[config.mk]
export PLATFORM = sky130hd
export DESIGN_NAME = csa_array_mult
export DESIGN_NICKNAME = d
export VERILOG_FILES = /design/src/rtl/csa_mult_pkg.sv /design/src/rtl/csa_cell.sv /design/src/rtl/csa_row.sv /design/src/rtl/csa_cpa.sv /design/src/rtl/csa_array_mult.sv
export SDC_FILE = /design/constraint.sdc
export NUM_CORES = 1
export LEC_CHECK = 0
export CAP_MARGIN = 40
export CORE_ASPECT_RATIO = 0.6
export CORE_MARGIN = 3
export CORE_UTILIZATION = 64
export CTS_CLUSTER_SIZE = 28
export DETAILED_ROUTE_END_ITERATION = 8
export GPL_TIMING_DRIVEN = 0
export PLACE_DENSITY = 0.83
export SYNTH_ARGS = -nofsm -noshare
export SYNTH_HDL_FRONTEND = slang
export SYNTH_SLANG_ARGS = --single-unit
[constraint.sdc]
create_clock -name clk -period 3.85 [get_ports clk]
set_input_delay 0.385 -clock clk [delete_from_list [all_inputs] [get_ports clk]]
set_output_delay 0.385 -clock clk [all_outputs]
set_load 0.05 [all_outputs]
[src/rtl/csa_mult_pkg.sv]
package csa_mult_pkg;

    // Three-input one-bit adder: returns {carry, sum}.
    function automatic logic [1:0] fa3(input logic x, input logic y, input logic z);
        return {(x & y) | (x & z) | (y & z), x ^ y ^ z};
    endfunction

endpackage

[src/rtl/csa_cell.sv]
module csa_cell
    import csa_mult_pkg::*;
(
    input  logic a_bit,
    input  logic b_bit,
    input  logic sum_in,
    input  logic cry_in,
    output logic sum_out,
    output logic cry_out
);
    logic pp;

    // Partial-product bit folded into a full add with the incoming sum and carry.
    assign pp = a_bit & b_bit;
    assign {cry_out, sum_out} = fa3(pp, sum_in, cry_in);
endmodule

[src/rtl/csa_row.sv]
module csa_row #(
    parameter int WIDTH = 8,
    parameter int ROW   = 0
) (
    input  logic             clk,
    input  logic             rst_n,
    input  logic             v_i,
    input  logic [WIDTH-1:0] a_i,
    input  logic [WIDTH-1:0] b_i,
    input  logic [WIDTH-1:0] sum_i,
    input  logic [WIDTH-1:0] cry_i,
    input  logic [WIDTH-1:0] lo_i,
    output logic             v_o,
    output logic [WIDTH-1:0] a_o,
    output logic [WIDTH-1:0] b_o,
    output logic [WIDTH-1:0] sum_o,
    output logic [WIDTH-1:0] cry_o,
    output logic [WIDTH-1:0] lo_o
);
    localparam int PW = 2 * WIDTH + 1;
    localparam logic [WIDTH-1:0] LOW_MASK = {WIDTH{1'b1}} >> (WIDTH - 1 - ROW);

    typedef struct packed {
        logic             v;
        logic [WIDTH-1:0] a;
        logic [WIDTH-1:0] b;
        logic [WIDTH-1:0] s;
        logic [WIDTH-1:0] c;
        logic [WIDTH-1:0] lo;
    } row_st_t;

    row_st_t st_d, st_q;
    logic [WIDTH-1:0] cell_s, cell_c;

    for (genvar j = 0; j < WIDTH; j++) begin : g_cell
        csa_cell u_cell (
            .a_bit  (a_i[j]),
            .b_bit  (b_i[ROW]),
            .sum_in (sum_i[j]),
            .cry_in (cry_i[j]),
            .sum_out(cell_s[j]),
            .cry_out(cell_c[j])
        );
    end

    always_comb begin
        st_d      = st_q;
        st_d.v    = v_i;
        st_d.a    = a_i;
        st_d.b    = b_i;
        // Sum bit 0 is final; the rest move down one weight for the next row.
        st_d.s    = {1'b0, cell_s[WIDTH-1:1]};
        // Carries already sit one weight up, matching the next row's columns.
        st_d.c    = cell_c;
        st_d.lo   = lo_i;
        st_d.lo[ROW] = cell_s[0];
    end

    always_ff @(posedge clk) begin
        if (!rst_n) st_q <= '0;
        else        st_q <= st_d;
    end

    assign v_o   = st_q.v;
    assign a_o   = st_q.a;
    assign b_o   = st_q.b;
    assign sum_o = st_q.s;
    assign cry_o = st_q.c;
    assign lo_o  = st_q.lo;

    logic [PW-1:0] acc_val, ref_val;
    assign acc_val = ((PW'(st_q.s) + PW'(st_q.c)) << (ROW + 1)) + PW'(st_q.lo & LOW_MASK);
    assign ref_val = PW'(st_q.a) * PW'(st_q.b & LOW_MASK);


    csa_value_kept_chk: assert property (@(posedge clk) disable iff (!rst_n)
        st_q.v |-> (acc_val == ref_val));

    if (ROW < WIDTH - 1) begin : g_hi_chk

        lo_upper_clear_chk: assert property (@(posedge clk) disable iff (!rst_n)
            st_q.v |-> ((st_q.lo & ~LOW_MASK) == '0));
    end
endmodule

[src/rtl/csa_cpa.sv]
module csa_cpa #(
    parameter int WIDTH = 8
) (
    input  logic               clk,
    input  logic               rst_n,
    input  logic               v_i,
    input  logic [WIDTH-1:0]   sum_i,
    input  logic [WIDTH-1:0]   cry_i,
    input  logic [WIDTH-1:0]   lo_i,
    input  logic [WIDTH-1:0]   a_i,
    input  logic [WIDTH-1:0]   b_i,
    output logic               v_o,
    output logic [2*WIDTH-1:0] prod_o
);
    localparam int PROD_W = 2 * WIDTH;

    typedef struct packed {
        logic              v;
        logic [PROD_W-1:0] prod;
    } cpa_st_t;

    cpa_st_t st_d, st_q;
    logic [WIDTH-1:0] upper;

    // The product fits in PROD_W bits, so the carry out of this add is always zero.
    assign upper = sum_i + cry_i;

    always_comb begin
        st_d      = st_q;
        st_d.v    = v_i;
        st_d.prod = {upper, lo_i};
    end

    always_ff @(posedge clk) begin
        if (!rst_n) st_q <= '0;
        else        st_q <= st_d;
    end

    assign v_o    = st_q.v;
    assign prod_o = st_q.prod;


    prod_match_chk: assert property (@(posedge clk) disable iff (!rst_n)
        v_i |=> (prod_o == $past(PROD_W'(a_i) * PROD_W'(b_i))));
endmodule

[src/rtl/csa_array_mult.sv]
module csa_array_mult #(
    parameter int WIDTH = 8
) (
    input  logic               clk,
    input  logic               rst_n,
    input  logic               in_valid,
    input  logic [WIDTH-1:0]   in_a,
    input  logic [WIDTH-1:0]   in_b,
    output logic               out_valid,
    output logic [2*WIDTH-1:0] out_prod
);
    // Index r holds what enters row r; index WIDTH feeds the final adder.
    logic             v_w   [0:WIDTH];
    logic [WIDTH-1:0] a_w   [0:WIDTH];
    logic [WIDTH-1:0] b_w   [0:WIDTH];
    logic [WIDTH-1:0] s_w   [0:WIDTH];
    logic [WIDTH-1:0] c_w   [0:WIDTH];
    logic [WIDTH-1:0] lo_w  [0:WIDTH];

    assign v_w[0]  = in_valid;
    assign a_w[0]  = in_a;
    assign b_w[0]  = in_b;
    assign s_w[0]  = '0;
    assign c_w[0]  = '0;
    assign lo_w[0] = '0;

    for (genvar r = 0; r < WIDTH; r++) begin : g_row
        csa_row #(
            .WIDTH(WIDTH),
            .ROW  (r)
        ) u_row (
            .clk  (clk),
            .rst_n(rst_n),
            .v_i  (v_w[r]),
            .a_i  (a_w[r]),
            .b_i  (b_w[r]),
            .sum_i(s_w[r]),
            .cry_i(c_w[r]),
            .lo_i (lo_w[r]),
            .v_o  (v_w[r+1]),
            .a_o  (a_w[r+1]),
            .b_o  (b_w[r+1]),
            .sum_o(s_w[r+1]),
            .cry_o(c_w[r+1]),
            .lo_o (lo_w[r+1])
        );
    end

    csa_cpa #(
        .WIDTH(WIDTH)
    ) u_cpa (
        .clk   (clk),
        .rst_n (rst_n),
        .v_i   (v_w[WIDTH]),
        .sum_i (s_w[WIDTH]),
        .cry_i (c_w[WIDTH]),
        .lo_i  (lo_w[WIDTH]),
        .a_i   (a_w[WIDTH]),
        .b_i   (b_w[WIDTH]),
        .v_o   (out_valid),
        .prod_o(out_prod)
    );


    rst_flush_chk: assert property (@(posedge clk)
        !rst_n |=> !out_valid);
endmodule

==> summary.md <==
| Metric | Value |
|---|---|
| Antenna violations before repair | `0` |
| Power per unit of standard cell area | `508 nW/um2` |
| Final std cells w/o fill | `between 900 and 1000` |
| CP Cell Sequence | `clkdlybuf4s50_1` |
| Max-cap check violation count | `0` |
| Fraction of layout instances using a drive strength above 1 | `roughly 5.2%` |
| First-pass iteration count of the detailed router | `4` |
| Min Tclk post-route | `~2000 ps` |
| Buf/Inv on CP | `1` |
| Post-detailed-route DRC marker count | `0` |
| Final hold viol count | `0` |
| Share of synthesized area occupied by flip-flops and latches | `roughly three fifths` |
| Kind of start point of the critical path | `register` |
| Worst-case setup margin in the final layout | `approximately 1900 ps` |
| I/O Buffers | `35` |
| Proportion of register bits with asynchronous set or reset after synthesis | `0%` |
| Leak pwr | `3.62 nW` |
| Logic gate share of total power | `under 10%` |
| Summed instance area of the synthesized netlist | `around 8500 um2` |
| Global placement routability congestion | `approximately 0.77` |
| Number of global-route vias before repair | `5090` |
| Global-route wire length before repair | `between 20 and 30 mm` |
| Crit-path max cell delay | `about 800 ps` |
| DR vias | `4768` |
| Worst-Margin Slew | `628 ps` |
| Post-Syn Area per Cell | `roughly 11 um2` |
| Leftover overflow at the end of global routing | `0` |
| CTS H-tree depth | `1` |
| Clock-pin slew reported for the worst setup and hold paths after clock tree synthesis | `70 ps` |
| Flip-flop and latch count after synthesis | `250` |
| Commonest register cell after synthesis | `dfxtp_1` |
| Net count after synthesis | `just over 800` |
| Vias per cell | `between 4 and 5` |
| Share of total power consumed by net switching | `roughly a fifth` |
| DPL Wire Length | `about 10 mm` |
| Worst-path cell with the longest stage delay | `clkdlybuf4s50_1` |
| Post-CTS repair timing setup buffer count | `0` |
| Category of the worst setup path capture point | `output port` |
| Slew Limit Headroom | `between 50% and 60%` |
| CP Max Fanout | `1` |
| Antenna cell count | `0` |
| Final-layout setup total negative slack | `0 ps` |
| Number of distinct library cell variants in the gate-level netlist after synthesis | `33` |
| Area of the die | `around 15000 um2` |
| Cell family contributing the most delay on the critical path | `buffers and inverters` |
| Fraction of power consumed by sequential logic | `a little over half` |
| Pin count of the biggest net entering global routing | `17` |
| Worst path required time | `between 3000 and 4000 ps` |
| Worst slack at placement | `~1800 ps` |
| Setup repair after global routing missed its margin | `false` |
| Data arrival at the endpoint of the critical path | `between 1500 and 2000 ps` |
| Final count of negative-setup-slack endpoints | `0` |
| Chip Height | `around 95 um` |
| Latest clock arrival within the worst-skew pair | `between 400 and 500 ps` |
| Count of synthesis-stage warnings from yosys | `0` |
| CTS hold repair buffers | `0` |
| Num CTS Buffers | `21` |
| Nets@finish | `a little under 900` |
| Number of cells after detailed placement | `between 900 and 1000` |
| Synth Instances | `~750` |
| Final design instance area without fill | `approximately 9700 um2` |
| Internal power | `about 0.0040 W` |
| Crit Path Category | `register to output port` |
| Count of nets left with antenna violations after detail routing | `0` |
| GRT Util Overall | `~22%` |
| Clk sink count | `250` |
| Number of primary I/O pins | `36` |
| Detailed router's first-iteration violation count | `204` |
| Fin Clk Skew | `between 4 and 5 ps` |
| Final worst-path cycle share | `between 50% and 60%` |
| Drt wl/cell | `between 15 and 20 um` |
| Initial standard-cell utilization of the core | `67.9%` |
| Number of enable-type register cells in the synthesized netlist | `0` |
| Final number of max-transition violations | `0` |
| Area delta synth->final | `14.9%` |
| Maximum achievable frequency | `slightly above 500 MHz` |
| Instance area after placement | `9030 um2` |
| Clock power frac | `between 40% and 50%` |
| Area of the core region | `12500 um2` |
| Routed WL | `~15 mm` |
| TritonCTS clock tree | `yes` |
| Number of cell rows | `31` |
| Status | `finished, final reports clean` |
| Buffer levels on the longest clock path | `3` |
| Die W | `around 150 um` |
| Worst hold path class | `register to register` |
| NetSw | `around 0.001 W` |
| Cts repair resizes | `0` |
| Worst IR Drop VDD | `~290 uV` |
| Clock Root Buffer | `clkbuf_16` |
## state kept, by name (all words and copies together) (netlist names)
name,cells
g_row.u_row.a_o,56
g_row.u_row.sum_o,56
g_row.u_row.cry_o,49
u_cpa.v_o,1
g_row.u_row.v_o,8
u_cpa.prod_o,16
g_row.u_row.b_o,28
g_row.u_row.lo_o,36
## cell families (layout without fill, tap and decap cells)
kind of cell,Yosys count,in the layout,share of synthesized area [%]
AO/OA/AOI/OAI,16,16,1.28
XOR/XNOR,1,1,0.103
adder cells (fa/ha/maj),57,57,12.2
buffers and inverters,112,183,5.18
flip-flops,250,250,59.1
AND/OR/NAND/NOR,313,313,22.1
## cell usage in the layout, fill, tap and decap left out, types with 3 or more instances in the layout
master,count
buf_2,6
inv_1,84
bufinv_16,3
o21ai_0,4
nand2_1,43
fa_1,43
clkbuf_16,21
clkinv_2,5
ha_1,14
and3_1,16
dfxtp_1,250
a21o_1,3
clkdlybuf4s50_1,35
clkbuf_1,23
and2_1,153
nand3b_1,3
clkbuf_8,4
nor2b_1,85
## synth_stat cells, types with 2 or more instances
library cell | count | area [um2]
inv_1 | 84 | 315
o21ai_0 | 4 | 20.0
nor2b_1 | 85 | 532
nand4bb_1 | 2 | 22.5
nand3b_1 | 3 | 22.5
nand2_1 | 43 | 161
a21o_1 | 3 | 22.5
buf_2 | 6 | 30.0
and2_1 | 153 | 957
and3_1 | 16 | 100
ha_1 | 14 | 175
a211o_1 | 2 | 17.5
dfxtp_1 | 250 | 5000
nand4b_1 | 2 | 17.5
clkbuf_1 | 20 | 75.1
nor2_1 | 2 | 7.51
a21oi_1 | 2 | 10.0
fa_1 | 43 | 861
## path summary, 6_finish.rpt
check	start	end	slack [ps]	depth (start not counted)
worst min register to register	g_row[1].u_row.b_o[5]$_SDFF_PN0_	g_row[2].u_row.b_o[5]$_SDFF_PN0_	430	1
worst max register to register	g_row[7].u_row.cry_o[0]$_SDFF_PN0_	u_cpa.prod_o[14]$_SDFF_PN0_	1960	5
worst min-delay path	g_row[1].u_row.b_o[5]$_SDFF_PN0_	g_row[2].u_row.b_o[5]$_SDFF_PN0_	430	1
worst max-delay path	u_cpa.prod_o[11]$_SDFF_PN0_	out_prod[11]	1870	1
## worst reg2reg max path, cell delays in order, from the launching register on
cell,delay [ps]
dfxtp_1,320
ha_1,240
fa_1,480
a211oi_2,300
nor3_1,90
or3b_1,340
## per-layer routing
layer  routed length, um  global-route usage (%)  vias to the layer above  part of all wire, %
li1                    -                       -                     2349                    -
met1                6770                    27.3                     2278                   45
met2                7210                    38.9                      109                   48
met3                 740                    4.90                       32                  4.9
met4                 343                    5.88                        0                  2.3
met5                   0                       0                        -                    0
## power groups by stage
stage | sequential, W | combinational [W] | clock [W]
4_1_cts | 0.00264 | 0.000133 | 0.00219
6_report | 0.00264 | 0.000132 | 0.00217
3_3_place_gp | 0.00270 | 0.000125 | 0
5_1_grt | 0.00264 | 0.000146 | 0.00231
2_1_floorplan | 0.00269 | 0.0000718 | 0
3_5_place_dp | 0.00270 | 0.000130 | 0
## layout make-up
class | count | area [um2]
flip-flops and latches | 250 | 5000
fillers | 742 | 2750
clock buffers | 28 | 592
inverters | 84 | 315
repair buffers | 35 | 350
multi-input cells | 387 | 3030
plain buffers | 28 | 124
clock inverters | 8 | 115
well taps | 165 | 206
## stage by stage
| step | total power [W] | utilization (%) | hold WS, ps |
|---|---|---|---|
| floorplan | 0.00276 | - | 412 |
| global placement | 0.00282 | 72.3 | 413 |
| detailed placement | 0.00283 | 72.3 | 417 |
| CTS | 0.00496 | 78.0 | 432 |
| global route | 0.00509 | 78.0 | 443 |
| finish | 0.00494 | 78.0 | 429 |
No activity file was read; power rests on OpenSTA's default activity.
